**config.mk**
```make
export PLATFORM = sky130hd
export DESIGN_NAME = host_reset_qualifier
export DESIGN_NICKNAME = d
export VERILOG_FILES = /design/src/rtl/hrq_pkg.sv /design/src/rtl/hrq_sync.sv /design/src/rtl/hrq_tick_count.sv /design/src/rtl/host_reset_qualifier.sv
export SDC_FILE = /design/constraint.sdc
export NUM_CORES = 1
export LEC_CHECK = 0
export BUFFER_PORTS_ARGS = -buffer_cell sky130_fd_sc_hd__buf_4
export CORE_MARGIN = 8
export CORE_UTILIZATION = 45
export DETAILED_ROUTE_END_ITERATION = 7
export GPL_TIMING_DRIVEN = 0
export SYNTH_ARGS = -nofsm -noshare
export SYNTH_HDL_FRONTEND = slang
export SYNTH_SLANG_ARGS = --single-unit
```
**constraint.sdc**
```tcl
create_clock -name clk -period 1.7 [get_ports clk]
set_input_delay 0.17 -clock clk [delete_from_list [all_inputs] [get_ports clk]]
set_output_delay 0.17 -clock clk [all_outputs]
set_load 0.03 [all_outputs]
```
**src/rtl/hrq_pkg.sv**
```systemverilog
package hrq_pkg;

  typedef enum logic [1:0] {
    ST_ARMED = 2'd0,
    ST_QUAL  = 2'd1,
    ST_HOLD  = 2'd2,
    ST_REARM = 2'd3
  } hrq_state_e;

  // Busy whenever the block is not sitting armed and idle.
  function automatic logic hrq_is_busy(hrq_state_e s);
    return s != ST_ARMED;
  endfunction

  // Only the hold-off state overrides the switch enables.
  function automatic logic hrq_forces(hrq_state_e s);
    return s == ST_HOLD;
  endfunction

  // A counter finishes on the tick that would bring it to its limit.
  function automatic logic hrq_last_tick(int unsigned cnt, int unsigned limit, logic step);
    return step && (cnt + 1 == limit);
  endfunction

endpackage

```
**src/rtl/hrq_sync.sv**
```systemverilog
module hrq_sync #(
  parameter int  STAGES    = 2,
  parameter logic RESET_VAL = 1'b1
) (
  input  logic clk,
  input  logic rst_n,
  input  logic d_async,
  output logic q_sync
);

  logic [STAGES-1:0] chain_q;

  generate
    for (genvar i = 0; i < STAGES; i++) begin : g_stage
      if (i == 0) begin : g_first
        always_ff @(posedge clk or negedge rst_n) begin
          if (!rst_n) chain_q[0] <= RESET_VAL;
          else        chain_q[0] <= d_async;
        end
      end else begin : g_next
        always_ff @(posedge clk or negedge rst_n) begin
          if (!rst_n) chain_q[i] <= RESET_VAL;
          else        chain_q[i] <= chain_q[i-1];
        end
      end
    end
  endgenerate

  assign q_sync = chain_q[STAGES-1];

endmodule

```
**src/rtl/hrq_tick_count.sv**
```systemverilog
module hrq_tick_count
  import hrq_pkg::*;
#(
  parameter int LIMIT = 4,
  localparam int W = $clog2(LIMIT + 1)
) (
  input  logic clk,
  input  logic rst_n,
  input  logic clr,
  input  logic run,
  input  logic tick,
  output logic done
);

  logic [W-1:0] cnt_q;
  logic         step;

  assign step = run && tick;
  assign done = hrq_last_tick(int'(cnt_q), LIMIT, step);

  always_ff @(posedge clk or negedge rst_n) begin
    if (!rst_n)          cnt_q <= '0;
    else if (clr || done) cnt_q <= '0;
    else if (step)       cnt_q <= cnt_q + W'(1);
  end

endmodule

```
**src/rtl/host_reset_qualifier.sv**
```systemverilog
module host_reset_qualifier
  import hrq_pkg::*;
#(
  parameter int QUAL_TICKS  = 34,
  parameter int HOLD_TICKS  = 1000,
  parameter int SYNC_STAGES = 2
) (
  input  logic clk,
  input  logic rst_n,
  input  logic rst_req_pin_n,
  input  logic normal_mode,
  input  logic tick,
  output logic force_off,
  output logic busy
);

  hrq_state_e state_q, state_d;
  logic       pin_sync;
  logic       pin_low;
  logic       qual_run, qual_clr, qual_done;
  logic       hold_run, hold_clr, hold_done;

  hrq_sync #(.STAGES(SYNC_STAGES), .RESET_VAL(1'b1)) sync_i (
    .clk     (clk),
    .rst_n   (rst_n),
    .d_async (rst_req_pin_n),
    .q_sync  (pin_sync)
  );

  assign pin_low = ~pin_sync;

  // Width counter runs only while the request is still valid.
  assign qual_run = (state_q == ST_QUAL) && pin_low && normal_mode;
  assign qual_clr = (state_q != ST_QUAL);

  hrq_tick_count #(.LIMIT(QUAL_TICKS)) qual_cnt_i (
    .clk   (clk),
    .rst_n (rst_n),
    .clr   (qual_clr),
    .run   (qual_run),
    .tick  (tick),
    .done  (qual_done)
  );

  // Hold-off counter depends on nothing but the state.
  assign hold_run = (state_q == ST_HOLD);
  assign hold_clr = (state_q != ST_HOLD);

  hrq_tick_count #(.LIMIT(HOLD_TICKS)) hold_cnt_i (
    .clk   (clk),
    .rst_n (rst_n),
    .clr   (hold_clr),
    .run   (hold_run),
    .tick  (tick),
    .done  (hold_done)
  );

  always_comb begin
    state_d = state_q;
    unique case (state_q)
      ST_ARMED: if (pin_low && normal_mode) state_d = ST_QUAL;
      ST_QUAL: begin
        if (!pin_low || !normal_mode) state_d = ST_ARMED;
        else if (qual_done)           state_d = ST_HOLD;
      end
      ST_HOLD:  if (hold_done) state_d = pin_low ? ST_REARM : ST_ARMED;
      ST_REARM: if (!pin_low)  state_d = ST_ARMED;
      default:  state_d = ST_ARMED;
    endcase
  end

  always_ff @(posedge clk or negedge rst_n) begin
    if (!rst_n) state_q <= ST_ARMED;
    else        state_q <= state_d;
  end

  assign force_off = hrq_forces(state_q);
  assign busy      = hrq_is_busy(state_q);

endmodule

```
==> impl_metrics.json <==
{
  "drive_above_1_share": 0.312,
  "timing.final.hold_violations": 0,
  "synth.top_cells.by_count": "nor2_1 (24), dfrtp_1 (18), nand2_1 (10), xor2_1 (10), xnor2_1 (8)",
  "grt_max_degree": 21,
  "crit_chain": "ha_4 -> nand4_1 -> buf_4 -> buf_4 -> buf_4 -> nor4_1 -> xnor2_1 -> nor2_1",
  "post-route-period-util": 1.06,
  "synth-edff-count": 0,
  "tightest_slew_ns": 0.336,
  "grt_pass1_vias": 953,
  "p_per_area_nw_per_um2": 1030,
  "start_util": 0.469,
  "clockBufferDepth": 2,
  "ys_seq_area_frac": 0.436,
  "cp.arrival_ns": 2.02,
  "die_h_um": 66.6,
  "critPathTopFamily": "simple AND/OR/NAND/NOR gates",
  "nFillCells": 224,
  "path_clk_slew_ns": 0.13,
  "drt_pre_antenna_iters": 5,
  "crit_path_max_fanout": 2,
  "dp_hpwl_um": 1630,
  "placementRows": 18,
  "detail_route.wl_per_cell_um": 14.9,
  "cp-end-kind": "flop",
  "syn2layout_area_growth_pct": 25.7,
  "violations": "negative setup slack",
  "ys_seq_elements": 20,
  "grt_first_pass_wirelength_um": 4280,
  "h-tree-depth": 1,
  "initialDrtViolationCount": 75,
  "finish.utilization": 0.590,
  "cts_buffers": 3,
  "path_buf_inv": 3,
  "antenna_found_initial": 0,
  "drtAntennaViolNets": 0,
  "startpoint_type": "flop",
  "yosys_warnings": 0,
  "core_sq_um": 2450,
  "critPathRequiredTime_ns": 1.91,
  "multi_input_area_sq_um": 696,
  "fin_skew_ns": 0.0129,
  "viasPerCell": 5.40,
  "max_stage_delay_ns": 0.41,
  "status": "finished, violations left",
  "routed_wirelength_um": 2550,
  "setup_tns_ns": -0.707,
  "place_area_sq_um": 1230,
  "yosysMostFrequentCell": "nor2_1",
  "finalWeightedCongestion": 0.723,
  "async_flop_share": 1.00,
  "synth.distinct_cells": 34,
  "cts-root-buf": "clkbuf_4",
  "critical_path.most_common_cell": "buf_4",
  "ys_top_cells_by_area": "dfrtp_1 (39%), nor2_1 (7.8%), xor2_1 (7.6%), xnor2_1 (6.1%), dfstp_2 (4.6%)",
  "netlist_area_sq_um": 1150,
  "postSynthAreaPerCell_sq_um": 9.77,
  "synth_cells": 118,
  "diodes": 0,
  "fin_nets": 151,
  "finalCriticalPeriod_ns": 1.81,
  "synth_nets": 127,
  "dieArea_sq_um": 4440,
  "dp_slack_ns": -0.281,
  "die_w_um": 66.6,
  "fmax_ghz": 0.553,
  "grt-ovfl-total": 0,
  "synth_top_area_cell": "dfrtp_1",
  "setup.worst_path.class": "reg2reg",
  "maxSlewHeadroom": 0.774,
  "hold_path.class": "in2reg",
  "drv_cap": 0,
  "clk_latency_ns": 0.31,
  "clock_sinks": 20,
  "cpMaxStageDelayCell": "dfrtp_1",
  "setup_violations": 10,
  "fin_area_sq_um": 1450,
  "grt.total_usage": 0.123,
  "cts_tree": "built",
  "ios": 7,
  "seq_area_sq_um": 505,
  "rsz0062_at_grt": "yes",
  "ys.flop_type": "dfrtp_1",
  "whs_ns": 0.210,
  "dr_total_vias": 924,
  "portBuffers": 5,
  "slew_violations": 0,
  "p_leak_nw": 0.580,
  "peakVddDrop_uv": 667,
  "synth_top_area_share": 0.391,
  "drcViolationCount": 0,
  "setup_ws_ns": -0.109
}
-- state kept, by name, summed over array words and instances (netlist names) --
register and count:
hold_cnt_i.cnt_q 10, qual_cnt_i.cnt_q 6, state_q 2, sync_i.chain_q 1, sync_i.q_sync 1
-- through the flow --
step / power [mW] / std cells
after floorplan: 0.949 / 118
after detailed placement: 1.09 / 153
after CTS: 1.44 / 168
after global routing: 1.58 / 171
final: 1.49 / 171
after global placement: 1.08 / 153
-- layout by cell type, fill, tap and decap left out, drive strengths merged, types with 4 or more instances in the layout --
cell and n:
xnor2 8, nand3 4, ha 4, clkbuf 4, inv 4, nand4 6, nor2 25, dfrtp 18
buf 20, xor2 10, nand2 10
-- logic make-up (layout without fill, tap and decap cells) --
kind of cell | count (synthesis) | after routing | synth area share
AOI/OAI and AO/OA | 9 | 9 | 0.0695
xor gates and xnor gates | 18 | 18 | 0.137
adders and majority gates | 4 | 4 | 0.0434
buffers and inverters | 7 | 30 | 0.0304
DFF | 20 | 20 | 0.436
muxes | 2 | 2 | 0.0174
and+or+nand+nor | 58 | 58 | 0.266
-- worst reg2reg max path: stages (launching register included) --
cell and delay, ns:
dfrtp_1 0.41, ha_4 0.15, nand4_1 0.19, buf_4 0.20, buf_4 0.12, buf_4 0.12
nor4_1 0.29, xnor2_1 0.18, nor2_1 0.06
-- timing repair --
item / CTS / global route
hold endpoints to repair: 21 / 0
setup buffers: 8 / 3
hold buffers: 2 / 0
setup endpoints to repair: 18 / 18
pin swaps: 8 / 9
gates cloned: 1 / 0
gates resized for setup: 5 / 12
-- power breakdown --
group	leakage, nW	total, mW	switching [mW]	internal, mW
Clock	0.0150	0.246	0.155	0.0914
Sequential	0.261	0.616	0.0705	0.545
Combinational	0.305	0.625	0.349	0.276
Total	0.580	1.49	0.574	0.912
-- final timing paths --
kind	start	endpoint	slack (ns)	depth (start not counted)
max	hold_cnt_i.cnt_q[1]	hold_cnt_i.cnt_q[8]	-0.11	8
min reg2reg	sync_i.chain_q[0]	sync_i.q_sync	0.37	0
min	tick	hold_cnt_i.cnt_q[0]	0.21	3
min in group asynchronous	rst_n	hold_cnt_i.cnt_q[3]	0.26	2
max reg2reg	hold_cnt_i.cnt_q[1]	hold_cnt_i.cnt_q[8]	-0.11	8
max in group asynchronous	rst_n	sync_i.chain_q[0]	1.15	2
-- cell type report --
| class | instances | area share |
|---|---|---|
| Buffer | 3 | 0.0164 |
| Clock buffer | 4 | 0.0181 |
| Sequential cell | 20 | 0.349 |
| Tap cell | 30 | 0.0259 |
| Timing Repair Buffer | 19 | 0.100 |
| Multi-Input combinational cell | 91 | 0.480 |
| Inverter | 4 | 0.0104 |
-- routing by layer --
metal | vias to the layer above | share of wire | global-route usage
met1 | 455 | 0.41 | 0.141
met2 | 16 | 0.55 | 0.220
met3 | 5 | 0.032 | 0.0369
met4 | 0 | 0.013 | 0.0240
li1 | 448 | - | -
met5 | - | 0 | 0
(Power assumes the default switching activity.)
